## src/rtl/kscan_pkg.sv

```systemverilog
// Package: shared defaults and the scan state type for the key scanner.
// Assumes nothing; holds constants only.
package kscan_pkg;
    localparam int unsigned KS_NUM_SRC = 12;
    localparam int unsigned KS_NUM_RET = 4;

    typedef enum logic {
        KS_IDLE = 1'b0,
        KS_RUN  = 1'b1
    } ks_state_e;
endpackage

```

## src/rtl/kscan_seq.sv

```systemverilog
// Line sequencer: steps through the source lines, half of them per frame,
// and produces the capture enable and the end-of-scan commit pulse.
// Assumes slot_tick and frame_end are single-cycle pulses; NUM_SRC is even.
module kscan_seq
    import kscan_pkg::*;
#(
    parameter int unsigned NUM_SRC = KS_NUM_SRC,
    localparam int unsigned LPF    = NUM_SRC / 2,
    localparam int unsigned LINE_W = $clog2(NUM_SRC),
    localparam int unsigned IDX_W  = $clog2(LPF + 1)
) (
    input  logic               clk,
    input  logic               rst_n,
    input  logic               scan_start,
    input  logic               scan_stop,
    input  logic               slot_tick,
    input  logic               frame_end,
    output logic [NUM_SRC-1:0] src_drive,
    output logic               cap_en,
    output logic [LINE_W-1:0]  cap_line,
    output logic               commit
);
    ks_state_e        state;
    logic             half;
    logic [IDX_W-1:0] idx;
    logic             in_slot;
    logic             quiet;

    // Current line index from the half and the slot position.
    always_comb begin
        cap_line = LINE_W'(idx) + (half ? LINE_W'(LPF) : '0);
        in_slot  = (state == KS_RUN) && (idx < IDX_W'(LPF));
        quiet    = !scan_stop && !scan_start;
        cap_en   = in_slot && slot_tick && quiet;
        commit   = (state == KS_RUN) && frame_end && half && quiet;
    end

    // One-hot source drive, one decoder per line.
    for (genvar g = 0; g < NUM_SRC; g++) begin : g_drive
        assign src_drive[g] = in_slot && (cap_line == LINE_W'(g));
    end

    // Scan state, frame half and slot position.
    always_ff @(posedge clk) begin
        if (!rst_n) begin
            state <= KS_IDLE;
            half  <= 1'b0;
            idx   <= '0;
        end else if (scan_stop) begin
            state <= KS_IDLE;
            half  <= 1'b0;
            idx   <= '0;
        end else if (scan_start) begin
            state <= KS_RUN;
            half  <= 1'b0;
            idx   <= '0;
        end else if (state == KS_RUN) begin
            if (frame_end) begin
                idx  <= '0;
                half <= ~half;
            end else if (slot_tick && in_slot) begin
                idx <= idx + 1'b1;
            end
        end
    end
endmodule

```

## src/rtl/kscan_capture.sv

```systemverilog
// Capture store: latches the returns of the driven line into a shadow
// array and copies the shadow to the readable key map on commit.
// Assumes cap_line < NUM_SRC whenever cap_en is high.
module kscan_capture
    import kscan_pkg::*;
#(
    parameter int unsigned NUM_SRC = KS_NUM_SRC,
    parameter int unsigned NUM_RET = KS_NUM_RET,
    localparam int unsigned TOTAL  = NUM_SRC * NUM_RET,
    localparam int unsigned LINE_W = $clog2(NUM_SRC)
) (
    input  logic               clk,
    input  logic               rst_n,
    input  logic               cap_en,
    input  logic [LINE_W-1:0]  cap_line,
    input  logic [NUM_RET-1:0] key_in,
    input  logic               commit,
    output logic [TOTAL-1:0]   key_map
);
    logic [TOTAL-1:0] shadow;
    logic [TOTAL-1:0] shadow_nxt;

    // Merge this cycle's sample into the shadow, line-major packing.
    always_comb begin
        shadow_nxt = shadow;
        if (cap_en) begin
            shadow_nxt[int'(cap_line) * NUM_RET +: NUM_RET] = key_in;
        end
    end

    // Shadow update every cycle; key map only on commit.
    always_ff @(posedge clk) begin
        if (!rst_n) begin
            shadow  <= '0;
            key_map <= '0;
        end else begin
            shadow <= shadow_nxt;
            if (commit) begin
                key_map <= shadow_nxt;
            end
        end
    end
endmodule

```

## src/rtl/kscan_readout.sv

```systemverilog
// Readout pointer: selects one key-map bit for the serial stream,
// restarting on rd_start and saturating one past the last bit.
// Assumes rd_start and rd_shift are single-cycle pulses.
module kscan_readout #(
    parameter int unsigned TOTAL   = 48,
    localparam int unsigned PTR_W  = $clog2(TOTAL + 1)
) (
    input  logic             clk,
    input  logic             rst_n,
    input  logic             rd_start,
    input  logic             rd_shift,
    input  logic [TOTAL-1:0] key_map,
    output logic             rd_bit,
    output logic [PTR_W-1:0] rd_ptr
);
    // Bit select, zero beyond the array.
    always_comb begin
        rd_bit = 1'b0;
        for (int i = 0; i < TOTAL; i++) begin
            if (rd_ptr == PTR_W'(i)) rd_bit = key_map[i];
        end
    end

    // Pointer restart and saturating advance.
    always_ff @(posedge clk) begin
        if (!rst_n) begin
            rd_ptr <= '0;
        end else if (rd_start) begin
            rd_ptr <= '0;
        end else if (rd_shift && (rd_ptr < PTR_W'(TOTAL))) begin
            rd_ptr <= rd_ptr + 1'b1;
        end
    end
endmodule

```

## src/rtl/keymatrix_scanner.sv

```systemverilog
// Top: key matrix scanner with a packed, bit-serial readout.
// Assumes all control inputs are one-cycle pulses on clk and key_in
// settles combinationally from src_drive within the slot.
module keymatrix_scanner
    import kscan_pkg::*;
#(
    parameter int unsigned NUM_SRC = KS_NUM_SRC,
    parameter int unsigned NUM_RET = KS_NUM_RET
) (
    input  logic               clk,
    input  logic               rst_n,
    input  logic               scan_start,
    input  logic               scan_stop,
    input  logic               frame_end,
    input  logic               slot_tick,
    input  logic [NUM_RET-1:0] key_in,
    input  logic               rd_start,
    input  logic               rd_shift,
    output logic [NUM_SRC-1:0] src_drive,
    output logic               rd_bit
);
    localparam int unsigned TOTAL  = NUM_SRC * NUM_RET;
    localparam int unsigned LINE_W = $clog2(NUM_SRC);
    localparam int unsigned PTR_W  = $clog2(TOTAL + 1);

    logic              cap_en;
    logic [LINE_W-1:0] cap_line;
    logic              commit;
    logic [TOTAL-1:0]  key_map;
    logic [PTR_W-1:0]  rd_ptr;

    kscan_seq #(.NUM_SRC(NUM_SRC)) u_seq (
        .clk(clk), .rst_n(rst_n), .scan_start(scan_start), .scan_stop(scan_stop),
        .slot_tick(slot_tick), .frame_end(frame_end), .src_drive(src_drive),
        .cap_en(cap_en), .cap_line(cap_line), .commit(commit)
    );

    kscan_capture #(.NUM_SRC(NUM_SRC), .NUM_RET(NUM_RET)) u_cap (
        .clk(clk), .rst_n(rst_n), .cap_en(cap_en), .cap_line(cap_line),
        .key_in(key_in), .commit(commit), .key_map(key_map)
    );

    kscan_readout #(.TOTAL(TOTAL)) u_rd (
        .clk(clk), .rst_n(rst_n), .rd_start(rd_start), .rd_shift(rd_shift),
        .key_map(key_map), .rd_bit(rd_bit), .rd_ptr(rd_ptr)
    );
endmodule

```

## config.mk

```make
export PLATFORM = sky130hd
export DESIGN_NAME = keymatrix_scanner
export DESIGN_NICKNAME = d
export VERILOG_FILES = /design/src/rtl/kscan_pkg.sv /design/src/rtl/kscan_seq.sv /design/src/rtl/kscan_capture.sv /design/src/rtl/kscan_readout.sv /design/src/rtl/keymatrix_scanner.sv
export SDC_FILE = /design/constraint.sdc
export NUM_CORES = 1
export LEC_CHECK = 0
export BUFFER_PORTS_ARGS = -buffer_cell sky130_fd_sc_hd__buf_2
export CELL_PAD_IN_SITES_DETAIL_PLACEMENT = 1
export CELL_PAD_IN_SITES_GLOBAL_PLACEMENT = 1
export CORE_ASPECT_RATIO = 0.6
export CORE_MARGIN = 1.5
export CORE_UTILIZATION = 51
export DETAILED_ROUTE_END_ITERATION = 8
export HOLD_SLACK_MARGIN = 0.15
export MAX_ROUTING_LAYER = met4
export PLACE_DENSITY_LB_ADDON = 0.1
export REMOVE_ABC_BUFFERS = 1
export SYNTH_ARGS = -nofsm -noshare
export SYNTH_HDL_FRONTEND = slang
export SYNTH_HIERARCHICAL = 1
export SYNTH_SLANG_ARGS = --single-unit
```

## constraint.sdc

```tcl
create_clock -name clk -period 5.4 [get_ports clk]
set_input_delay 1.08 -clock clk [delete_from_list [all_inputs] [get_ports clk]]
set_output_delay 1.08 -clock clk [all_outputs]
set_load 0.03 [all_outputs]
```

Word-level counts from Yosys, hierarchy flattened. Cells that the tools add are included.

Bits of input ports: 12. Bits in registers: 107. Logic and storage cells: 157. Output and inout port bits: 13.

Shift-type cells: 2. $lt $le $gt $ge: 2. Add/subtract/negate cells: 4. Mux-type cells: 53. Equal/unequal tests: 58. Bitwise operators: 2. Reduce and logical (&&, ||, !) cells: 30.

Operators with widths (count): 6-bit by 5-bit == test with 1-bit output (second input constant) (16); 6-bit == test (second input constant) (16); 48-bit bitwise mux (1); 6-bit by 4-bit == test with 1-bit output (second input constant) (8); 1-bit 2-to-1 mux (48); 48-bit 2-to-1 mux (1); 4-bit by 34-bit variable shift with 48-bit output (first input constant) (1); 4-bit by 34-bit variable part select with 48-bit output (1); 6-bit negation with 34-bit output (1); 6-bit by 3-bit == test with 1-bit output (second input constant) (4); 1-bit logical AND (20); 4-bit by 3-bit == test with 1-bit output (second input constant) (4); 4-bit == test (second input constant) (4); 6-bit by 2-bit == test with 1-bit output (second input constant) (2); 3-bit 2-to-1 mux (3); 4-bit by 2-bit == test with 1-bit output (second input constant) (2); 6-bit by 1-bit adder with 6-bit output (second input constant) (1); 6-bit by 1-bit == test with 1-bit output (second input constant) (1); 6-bit logical NOT (1); 6-bit < comparator (second input constant) (1); 3-bit by 4-bit adder with 4-bit output (1); 4-bit by 1-bit == test with 1-bit output (second input constant) (1); 4-bit logical NOT (1); 2-bit AND reduction (2); 7 further kinds (10).

Logic depth before layout (Yosys ltp). Gate-level depths: netlist of the first run.

Depth in word-level cells: 49. Mapped depth: 11. Gate-level depth less buffers: 10.

Hierarchy. Netlist of the first run, hierarchy kept.

By module, submodules not included: kscan_capture (seq. area each 1921.8 um2, area each 3787.4 um2, instances 1, cells each 386); kscan_readout (seq. area each 120.1 um2, area each 1023.5 um2, instances 1, cells each 149); kscan_seq (seq. area each 100.1 um2, area each 397.9 um2, instances 1, cells each 56).

Worst setup path after synthesis of the first run. OpenSTA, ideal clock, no wires.

Path type: register to output. From: register u_rd.rd_ptr[0]. To: output port rd_bit. Buffers on the path: 1. Required time: 4.320 ns. Cell stages (with the launch flop): 8. Data arrival time: 2.312 ns. Slack: 2.008 ns. Cells stage by stage: dfxtp_1 -> inv_1 -> ha_1 -> buf_2 -> a211o_1 -> a31oi_2 -> or4b_1 -> a32oi_1.

Longest elaborated chain between the ends: 49. Elaborated cells on any way between the ends: 96. Those cells by class: eq/ne (47); mux (48); reduce/logical (1).

RTL lines: start, declared (line kscan_readout.sv:14) `output logic [PTR_W-1:0] rd_ptr`; start signal, assigned (line kscan_readout.sv:31) `rd_ptr <= rd_ptr + 1'b1;`; 6-bit logical NOT (line kscan_readout.sv:20) `if (rd_ptr == PTR_W'(i)) rd_bit = key_map[i];`; 1-bit 2-to-1 mux (47 in a row) (line kscan_readout.sv:20); 1-bit 2-to-1 mux (*) (line kscan_readout.sv:20); end, declared (line keymatrix_scanner.sv:20) `output logic rd_bit`.

Mark *: on every way between the ends. The rest lies on a longest branch, timed or not.

Final worst setup path of the first run. Same ends and word-level chain as after synthesis.

==> results.md, run 1 <==
- Final setup viols: 0
- Starting Density: a little over half
- Chip Width: 133 µm
- Initial antenna violation count: 0
- CTS tree: done
- CTS Buf Count: 9
- Post-synth EDFFs: 0
- Die height: 81.3 µm
- Final number of max-transition violations: 0
- I/O Buffers: 24
- Total track usage: between 30% and 40%
- Vias: 4480
- Mux cell area share after synthesis: 8.65%
- Largest family of logic cells by synthesized area: compound AO/OA/AOI/OAI gates
- CTS max path bufs: 2
- F_max: between 200 and 250 MHz
- Initial DRC count: about 400
- Cell variety after synth: 73
- Worst reg2reg setup slack: between 1.5 and 2 ns
- Hold path startpoint: u_cap/shadow[40]
- Status: completed
- Minimum clock period after layout: roughly 4.1 ns
- Slew of the pin with the lowest slew margin: ~0.88 ns
- Worst-skew pair later-pin latency: 0.34 ns
- Worst Path Required: 4.32 ns
- Fin crit share: between 70% and 80%
- CP Max Fanout: 17
- # DRC: 0
- Top FF cell, synth: dfxtp_1
- Synthesized instance count: 591
- Largest net degree at the start of global routing: 99
- Core area: just under 10000 µm²
- CTS resizes: 0
- Post-synthesis adder-cell area fraction: a little over 3%
- Root Driver: clkbuf_16
- R2R depth: 10
- Synth Area in Compound Gates: between 20 and 25%
- Hold Path Depth: 2
- Worst reg2reg startpoint: u_seq/idx[1]
- Mapped Area: about 5200 µm²
- Antenna Cells: 0
- Warnings, synthesis: 6
- MaxCap Viol Count: 0
- Site row count: 28
- Final Util: 57.3%
- Layout cells sized above 1: between 10% and 20%
- Non-Filler Instances: 732
- Slowest CP cell: ha_1
- Setup ws final: between 1 and 1.5 ns
- DP Wirelength: between 10 and 15 mm
- Crit end category: primary output
- Number of global-route vias before repair: ~4300
- WL/cell: between 20 and 25 µm
- Dpl cells: slightly above 700
- IO Count: 25
- # clock sinks: ~110
- Xor-xnor portion of the synthesized cell area: less than 1%
- Pre-CTS setup slack: ~1.6 ns
- RSZ-0062 raised after global routing: false
- Hold path endpoint: u_cap/shadow[40]
- Sequential element share of the synthesized area: 41.1%
- Simple-gate share of the synthesized area: around 20%
- Total gr overflow: 0
- Die Area: 10800 µm²
- HP Class: flop to flop
- FF-to-FF End: u_cap/key_map[14]
- Setup Skew: ~0.0053 ns
- Final Hold Vio Count: 0
- Worst EP arrival: a little over 3 ns
- Vias per std cell: 6.12
- Synth-to-Final Area Change: 8.62%
- Setup TNS: 0 ns
- Avg Cell Area, Syn: 8.81 µm²
- Critical setup path kind: flop to primary output
- CP Launch Type: flop
- Peak VDD IR: around 0.0002 V
- Number of buffers inserted by hold repair at cts: 0
- Ys async rst share: 0%
- Clk slew on worst S/H paths: roughly 0.07 ns
- Slew margin rel.: about two fifths
- Total setup buffers inserted after CTS: 0
- Final wirelength: 15.5 mm
- First-pass GRT wire length: around 25 mm
- H-tree levels: 3
- Tightest hold margin: about 0.52 ns
- Max incr delay on CP: between 0.6 and 0.7 ns
- DRT antenna net count: 0
- Number of synthesized register bits: 107
- Routability cong.: a little under 0.9
- Static leakage: a little over 2 nW
- Cell Pwr Density: around 270 nW/µm²
- Crit-path cells: ha_1 -> nand2b_1 -> o22ai_1 -> nor2_1 -> a2111oi_0 -> or4b_1 -> a32oi_1 -> buf_2
- DR pass1 iterations: 5
- # nets final: roughly 620
## per-stage QoR
stage / power, mW / area (µm²)
after floorplan: 0.843 / 5040
after global routing: 1.57 / 5660
after detailed placement: 0.873 / 5350
after CTS: 1.53 / 5660
after global placement: 0.870 / 5350
final: 1.52 / 5660
## worst max path at each step
| stage | startpoint | to | slack [ns] | depth (start not counted) |
|---|---|---|---|---|
| 4_1_cts | u_rd/rd_ptr[0] | rd_bit | 1.24 | 8 |
| 6_report | u_rd/rd_ptr[0] | rd_bit | 1.26 | 8 |
| 3_5_place_dp | u_rd/rd_ptr[0] | rd_bit | 1.63 | 8 |
| 5_1_grt | u_rd/rd_ptr[0] | rd_bit | 1.08 | 8 |
| 2_1_floorplan | scan_start | u_cap/key_map[32] | -3.04 | 3 |
| 3_3_place_gp | u_rd/rd_ptr[0] | rd_bit | 1.75 | 8 |
## cell type report
type / instances / area [µm²]
timing repair buffer: 26 / 135
sequential: 107 / 2140
clock inverter: 6 / 67.6
fill: 1163 / 4220
tap: 135 / 169
clock buffer: 10 / 239
multi-input combinational: 429 / 2830
inverter: 19 / 71.3
## flip-flops by register name (all words and copies together), names as in the netlist
signal,flops
u_cap/key_map,48
u_cap/shadow,48
u_rd/rd_ptr,6
u_seq/idx,3
u_seq/half,1
u_seq/state,1
## cells by family after synthesis
group,after synthesis
xor+xnor,5
buf+inv,55
simple gates,185
compound gates,182
fa+ha+maj,12
flops,107
mux,45
## where the power goes
group	internal [mW]	switching (mW)
Sequential	0.789	0.00185
Clock	0.340	0.322
Combinational	0.0230	0.0410
Total	1.15	0.365
## worst max-delay path: cells and delay by family, from the launching register on
family | cells | cell delay, ns
compound gates | 3 | 0.46
fa+ha+maj | 1 | 0.66
buf+inv | 1 | 0.23
flops | 1 | 0.44
simple gates | 3 | 0.95
## synthesized netlist by cell type (all sizes together), types with 4 or more instances
cell | n | area (µm²)
clkbuf | 22 | 82.6
or2 | 4 | 25.0
a21boi | 6 | 56.3
o221a | 4 | 45.0
a31oi | 9 | 62.6
nor3b | 5 | 37.5
o21ai | 59 | 295
and2 | 5 | 31.3
nand3 | 19 | 95.1
mux2i | 45 | 450
and3 | 12 | 76.3
ha | 11 | 138
o211ai | 5 | 37.5
nand2 | 22 | 85.1
xnor2 | 5 | 51.3
a21oi | 62 | 322
o2111ai | 5 | 43.8
buf | 14 | 85.1
nor2 | 38 | 145
nor2b | 52 | 328
nor3 | 5 | 25.0
dfxtp | 107 | 2140
nand2b | 9 | 56.3
inv | 19 | 71.3
## cell usage in the layout (no fill, tap or decap), drive strengths merged, types with 5 or more instances in the layout
cell       n
nor2b     52
a21boi     6
nand2b     9
nor3       5
buf       26
nand3     19
o21ai     59
inv       22
ha        11
dfxtp    107
and3      12
o211ai     5
and2       5
clkbuf    10
nor3b      5
mux2i     45
nand2     22
a21oi     62
a31oi      9
xnor2      5
nor2      38
o2111ai    5
## metal layers
layer / wire, µm / share of wire, % / vias to the layer above / global-route usage, %
met1: 7750 / 50 / 2251 / 44.3
met3: 876 / 5.6 / 4 / 5.56
met4: 75 / 0.48 / 0 / 4.67
li1: - / - / 2108 / -
met2: 6840 / 44 / 117 / 45.2
met5: 0 / 0 / - / -
Note: power is estimated with default switching activity, not from simulation.
==> inputs of run 2 (changes only) <==
--- a/config.mk
+++ b/config.mk
@@ -5,12 +5,13 @@
 export SDC_FILE = /design/constraint.sdc
 export NUM_CORES = 1
 export LEC_CHECK = 0
+export ABC_AREA = 1
 export BUFFER_PORTS_ARGS = -buffer_cell sky130_fd_sc_hd__buf_2
 export CELL_PAD_IN_SITES_DETAIL_PLACEMENT = 1
 export CELL_PAD_IN_SITES_GLOBAL_PLACEMENT = 1
 export CORE_ASPECT_RATIO = 0.6
 export CORE_MARGIN = 1.5
-export CORE_UTILIZATION = 51
+export CORE_UTILIZATION = 40
 export DETAILED_ROUTE_END_ITERATION = 8
 export HOLD_SLACK_MARGIN = 0.15
 export MAX_ROUTING_LAYER = met4
==> constraint.sdc (replaced) <==
create_clock -name clk -period 3.4 [get_ports clk]
set_input_delay 0.68 -clock clk [delete_from_list [all_inputs] [get_ports clk]]
set_output_delay 0.68 -clock clk [all_outputs]
set_load 0.03 [all_outputs]
==> run 2 against run 1 <==
The run now ends with setup timing left. Register-to-register slack worse by 1.7 ns. Largest power group unchanged. Clock power is 57% higher. Setup slack worse by 2.5 ns. Utilization is 8.4 points lower. Non-clock buffer count is 47 higher.
==> results.md, run 2 <==
- Status: finished, violations left
- Failing checks: setup timing
- Most frequent cell after synthesis: nand2_1
- Fin crit share: 136%
- Biggest regs: u_cap/key_map: 48 flops, u_cap/shadow: 48 flops, u_rd/rd_ptr: 6 flops
- Final wirelength: 18.7 mm (+21%)
- Synth area leader: dfxtp_1
- Commonest non-fill, non-tap cell in the layout: nand2_1
- # nets final: 973 (+58%)
- Synthesized instance count: 891 (+51%)
- Routability cong.: 0.899 (+1.2%)
- Register area: 2150 µm² (+0.35%)
- Final setup viols: 1 (+1)
- Critical setup path kind: flop to primary output
- Initial DRC count: 374 (-5.3%)
- Die Area: 15100 µm² (+39%)
- Number of global-route vias before repair: 5628 (+31%)
- CP Launch Type: flop
- Avg Cell Area, Syn: 6.45 µm² (-27%)
- Initial antenna violation count: 0 (unchanged)
- Mapped Area: 5750 µm² (+10%)
- Post-synth EDFFs: 0 (unchanged)
- Die height: 95.9 µm (+18%)
- Total track usage: 26.8% (-3.9 points)
- Vias: 5818 (+30%)
- Number of synthesized register bits: 107 (unchanged)
- Number of buffers inserted by hold repair at cts: 0 (unchanged)
- Largest net degree at the start of global routing: 93 (-6.1%)
- Non-Filler Instances: 1146 (+57%)
- DRT antenna net count: 0 (unchanged)
- # DRC: 0 (unchanged)
- List of most frequent post-synthesis cells: nand2_1, nor2_1, inv_1, dfxtp_1, nand3_1
- Synth area leaders: dfxtp_1, nand2_1, nor2_1, inv_1, nand3_1
- Sequential element share of the synthesized area: 37.2% (-3.9 points)
- MaxCap Viol Count: 0 (unchanged)
- Final Hold Vio Count: 0 (unchanged)
- DR pass1 iterations: 5 (unchanged)
- Share of the synthesized area in the top cell type: 37.2% (-3.9 points)
- Worst-skew pair later-pin latency: 0.36 ns (+0.02 ns)
- Ys async rst share: 0% (unchanged)
- Synth-to-Final Area Change: 17.5%
- Chip Width: 158 µm (+18%)
- H-tree levels: 3 (unchanged)
- Most frequent cells in the layout: nand2_1, nor2_1, inv_1, dfxtp_1, nand3_1
- Clk slew on worst S/H paths: 0.07 ns (about the same)
- Minimum clock period after layout: around 4.6 ns
- Final Util: 48.8% (-8.4 points)
- IO Count: 25 (unchanged)
- Max incr delay on CP: 0.36 ns (-0.30 ns)
- Slowest CP cell: dfxtp_2
- Crit path top cell by count: nand2_1
- Warnings, synthesis: 6 (unchanged)
- # clock sinks: 107 (unchanged)
- CTS Buf Count: 9 (unchanged)
- Setup TNS: -1.22 ns (-1.22 ns)
- HP Class: flop to flop
- Final number of max-transition violations: 0 (unchanged)
- I/O Buffers: 24 (unchanged)
- Antenna Cells: 0 (unchanged)
- Cell Pwr Density: 358 nW/µm² (+34%)
- Peak VDD IR: 0.000225 V (+16%)
- Total gr overflow: 0 (unchanged)
- Starting Density: 41.6% (-11 points)
- Crit end category: primary output
- Site row count: 33 (+18%)
- CTS tree: done
- Top FF cell, synth: dfxtp_1
- Layout cells sized above 1: 16.6% (+6.0 points)
- First-pass GRT wire length: 29.6 mm (+20%)
- Setup Skew: 0.0142 ns (+0.00889 ns)
- Setup ws final: -1.22 ns (-2.47 ns)
- Static leakage: 3.03 nW (+48%)
- CP Max Fanout: 4 (-13)
- Worst Path Required: 2.72 ns (-1.60 ns)
- Core area: 13800 µm² (+40%)
- Worst EP arrival: 3.94 ns (+0.88 ns)
- Cell variety after synth: 39 (-47%)
- Slew margin rel.: 45.7% (+4.1 points)
- Dpl cells: 1129 (+58%)
- WL/cell: 16.4 µm (-23%)
- Root Driver: clkbuf_16
- Vias per std cell: 5.08 (-17%)
- FILL cells: 1861 (+60%)
- F_max: around 220 MHz
- Slew of the pin with the lowest slew margin: 0.808 ns (-0.0672 ns)
- Multi-input logic area: 3060 µm² (+8.1%)
- RSZ-0062 raised after global routing: true
- CTS max path bufs: 2 (unchanged)
- DP Wirelength: 14.3 mm (+28%)
-- run 2: layout make-up --
class / instances / area share, %
multi-input cells: 627 / 45.4
repair buffers: 73 / 7.74
inverters: 131 / 7.28
clock inverters: 6 / 0.834
flip-flops and latches: 107 / 31.8
clock buffers: 10 / 3.39
well taps: 192 / 3.56
-- run 2: cells by family after synthesis --
family / share of synthesized area [%]
compound gates: 11.2
flops: 37.2
fa+ha+maj: 2.74
xor+xnor: 0.152
simple gates: 37.9
buf+inv: 10.7
-- run 2: report_power, final --
group / internal [mW] / total [mW] / switching (mW) / leakage, nW
Sequential: 1.25 / 1.26 / 0.00286 / 0.864
Clock: 0.514 / 1.04 / 0.528 / 0.137
Combinational: 0.0389 / 0.119 / 0.0799 / 2.03
Total: 1.81 / 2.42 / 0.611 / 3.03
-- run 2: what timing repair did --
action,in CTS,in global routing
gates cloned,0,0
endpoints found under the setup margin,1,5
pin swaps,2,2
resized for setup,18,7
setup buffers,0,1
-- run 2: worst paths after layout --
check	from	endpoint	cells past startpoint	slack, ns
min reg2reg	u_cap/shadow[0]	u_cap/shadow[0]	2	0.48
max	u_rd/rd_ptr[1]	rd_bit	52	-1.22
min	u_cap/shadow[0]	u_cap/shadow[0]	2	0.48
max reg2reg	u_seq/idx[1]	u_cap/key_map[2]	16	0.23
-- run 2: routing by layer --
layer  track usage (%)  wire length, µm  up-vias
met5                 -                0        -
met4              5.42              201        0
met3              3.96              665       18
met2              40.7             8060       94
met1              37.7             9810     2816
li1                  -                -     2890
-- run 2: worst max-delay path: cells and delay by family, from the launching register on --
family,cells,cell delay (ns)
simple gates,48,2.78
fa+ha+maj,1,0.15
buf+inv,3,0.29
flops,1,0.36
-- run 2: per-stage QoR --
stage               hold slack [ns]  power, mW  setup slack [ns]  instance area [µm²]
global placement              0.459       1.39            -0.588                 6380
CTS                           0.481       2.44             -1.21                 6730
detailed placement            0.468       1.40            -0.934                 6380
global route                  0.509       2.50             -1.66                 6750
finish                        0.481       2.42             -1.22                 6750
floorplan                     0.448       1.34             -4.84                 5630
==> inputs of run 3 (changes only) <==
--- a/config.mk
+++ b/config.mk
@@ -7,9 +7,10 @@
 export LEC_CHECK = 0
 export ABC_AREA = 1
 export BUFFER_PORTS_ARGS = -buffer_cell sky130_fd_sc_hd__buf_2
+export CAP_MARGIN = 30
 export CELL_PAD_IN_SITES_DETAIL_PLACEMENT = 1
 export CELL_PAD_IN_SITES_GLOBAL_PLACEMENT = 1
-export CORE_ASPECT_RATIO = 0.6
+export CORE_ASPECT_RATIO = 0.5
 export CORE_MARGIN = 1.5
 export CORE_UTILIZATION = 40
 export DETAILED_ROUTE_END_ITERATION = 8
@@ -21,3 +22,4 @@
 export SYNTH_HDL_FRONTEND = slang
 export SYNTH_HIERARCHICAL = 1
 export SYNTH_SLANG_ARGS = --single-unit
+export TNS_END_PERCENT = 10
==> run 3 against run 2 <==
Utilization increased by 0.16 points. Critical path depth unchanged. Register-to-register slack got worse by 0.03 ns. Wire length decreased by 3.4%. Clock power increased by 7%. Fmax increased by 5.2%. The flow still finishes with violations (setup timing). Sequential power about the same. Non-clock buffer count decreased by 5. Largest cell class unchanged. Clock skew decreased by 0.0069 ns. Die area increased by 0.14%. Final cell count decreased by 0.44%. Critical endpoint unchanged. Critical path type unchanged.
==> results.md, run 3 (synthesis gave the netlist of run 2 again) <==
- H-tree levels: 3 (unchanged)
- Register area: 2150 µm² (-0.12%)
- Final number of max-transition violations: 0 (unchanged)
- FF-to-FF End: u_cap/key_map[4]
- Commonest non-fill, non-tap cell in the layout: nand2_1
- Vias per std cell: 4.93 (-2.9%)
- Initial DRC count: 332 (-11%)
- Number of global-route vias before repair: 5512 (-2.1%)
- Status: finished, violations left
- R2R depth: 16 (unchanged)
- Crit path top cell by count: nand2_1
- Worst EP arrival: 3.71 ns (-0.23 ns)
- Die height: 87.8 µm (-8.4%)
- RSZ-0062 raised after global routing: true
- Dpl cells: 1125 (-0.35%)
- Worst reg2reg setup slack: 0.20 ns (-0.03 ns)
- Layout cells sized above 1: 15.8% (-0.76 points)
- CTS Buf Count: 9 (unchanged)
- Setup ws final: -0.987 ns (+0.228 ns)
- Routability cong.: 0.869 (-3.3%)
- DRT antenna net count: 0 (unchanged)
- Largest net degree at the start of global routing: 93 (unchanged)
- Failing checks: setup timing
- Total track usage: 25.8% (-0.99 points)
- Static leakage: 3.03 nW (-0.19%)
- Worst-skew pair later-pin latency: 0.35 ns (about the same)
- Top cell family by delay on the critical path: simple AND/OR/NAND/NOR gates
- Chip Width: 173 µm (+9.4%)
- Minimum clock period after layout: 4.39 ns (-0.228 ns)
- Final setup viols: 1 (unchanged)
- Total gr overflow: 0 (unchanged)
- MaxCap Viol Count: 0 (unchanged)
- First-pass GRT wire length: 29.0 mm (-1.9%)
- Die Area: 15100 µm² (+0.14%)
- Antenna Cells: 0 (unchanged)
- Buf/Inv on CP: 3 (unchanged)
- Number of buffers inserted by hold repair at cts: 0 (unchanged)
- # nets final: 968 (-0.51%)
- F_max: 228 MHz (+5.2%)
- CTS max path bufs: 2 (unchanged)
- Final wirelength: 18.1 mm (-3.4%)
- Worst Path Required: 2.72 ns (about the same)
- Root Driver: clkbuf_16
- IO Count: 25 (unchanged)
- Hold path startpoint: u_cap/shadow[0]
- Clk slew on worst S/H paths: 0.08 ns (about the same)
- Max incr delay on CP: 0.39 ns (+0.03 ns)
- HP Class: flop to flop
- Cell Pwr Density: 368 nW/µm² (+2.7%)
- # clock sinks: 107 (unchanged)
- Worst reg2reg startpoint: u_seq/idx[1]
- Slew margin rel.: 50.5% (+4.8 points)
- WL/cell: 15.9 µm (-3.0%)
- Pre-CTS setup slack: -0.758 ns (+0.176 ns)
- Vias: 5622 (-3.4%)
- Core area: 13800 µm² (-0.41%)
- CP Max Fanout: 5 (+1)
- CTS tree: done
- I/O Buffers: 24 (unchanged)
- Final Hold Vio Count: 0 (unchanged)
- Crit end category: primary output
- CP Launch Type: flop
- Most frequent cells in the layout: nand2_1, nor2_1, inv_1, dfxtp_1, nand3_1
- Slew of the pin with the lowest slew margin: 0.737 ns (-0.0715 ns)
- Hold path endpoint: u_cap/shadow[0]
- Site row count: 30 (-9.1%)
- Non-Filler Instances: 1141 (-0.44%)
- DR pass1 iterations: 5 (unchanged)
- Tightest hold margin: 0.475 ns (-0.00577 ns)
- Slowest CP cell: dfxtp_4
- Setup Skew: 0.00734 ns (-0.00686 ns)
- Initial antenna violation count: 0 (unchanged)
- Critical setup path kind: flop to primary output
- Biggest regs: u_cap/key_map: 48 flops, u_cap/shadow: 48 flops, u_rd/rd_ptr: 6 flops
- Starting Density: 41.7% (+0.17 points)
- # DRC: 0 (unchanged)
- Multi-input logic area: 3070 µm² (+0.25%)
- Peak VDD IR: 0.000218 V (-3.1%)
- DP Wirelength: 13.7 mm (-4.5%)
- Fin crit share: 129% (-6.7 points)
- Synth-to-Final Area Change: 17.4% (about the same)
- Hold Path Depth: 2 (unchanged)
- FILL cells: 1864 (+0.16%)
==> run 3: changes by cell type in the layout (fill, tap and decap cells not counted), sizes merged <==
cell,before,now
buf,73,68
inv,133,134
bufinv,0,1
clkinv,3,2
clkinvlp,1,0
==> run 3: worst max-delay path by stage <==
stage                   start           endpoint  cells after the start
2_1_floorplan       scan_stop  u_cap/key_map[12]                      4
3_3_place_gp   u_rd/rd_ptr[0]             rd_bit                     51
3_5_place_dp   u_rd/rd_ptr[0]             rd_bit                     52
4_1_cts        u_rd/rd_ptr[1]             rd_bit                     52
5_1_grt        u_rd/rd_ptr[0]             rd_bit                     52
6_report       u_rd/rd_ptr[0]             rd_bit                     52
==> run 3: per-layer routing <==
metal  global-route usage [%]  wire length [µm]
met3                     4.38               622
met2                     39.0              7470
met1                     35.9              9780
met4                     5.90               225
met5                        -                 0
==> run 3: what timing repair did <==
item / 4_1_cts / 5_1_grt
setup buffers: 0 / 0
resized for setup: 18 / 6
pin swaps: 1 / 4
endpoints found under the setup margin: 1 / 4
==> run 3: worst register-to-register path: cells and delay by family (launching register included) <==
family          cells  cell delay [ns]
compound gates      1             0.56
fa+ha+maj           3             0.93
buf+inv             5             0.35
flops               1             0.40
simple gates        7             0.84
==> run 3: power breakdown <==
part	internal (mW)	switching (mW)	total, mW
clock network	0.590	0.519	1.11
registers	1.25	0.00345	1.26
logic	0.0386	0.0769	0.116
==> run 3: per-stage QoR <==
stage / util, % / setup TNS, ns / power (mW) / area, µm²
4_1_cts: 48.8 / -1.00 / 2.51 / 6730
3_3_place_gp: 46.1 / -0.615 / 1.39 / 6350
2_1_floorplan: - / -206.71 / 1.34 / 5630
6_report: 49.0 / -0.987 / 2.48 / 6750
5_1_grt: 49.0 / -1.51 / 2.57 / 6750
3_5_place_dp: 46.1 / -0.758 / 1.39 / 6350
==> run 3: final cells by class <==
class                      instances  share of cell area [%]
timing repair buffer              68                    7.19
tap                              192                    3.56
multi-input combinational        627                    45.5
sequential                       107                    31.8
clock buffer                      10                    3.39
inverter                         131                    7.36
clock inverter                     6                    1.17
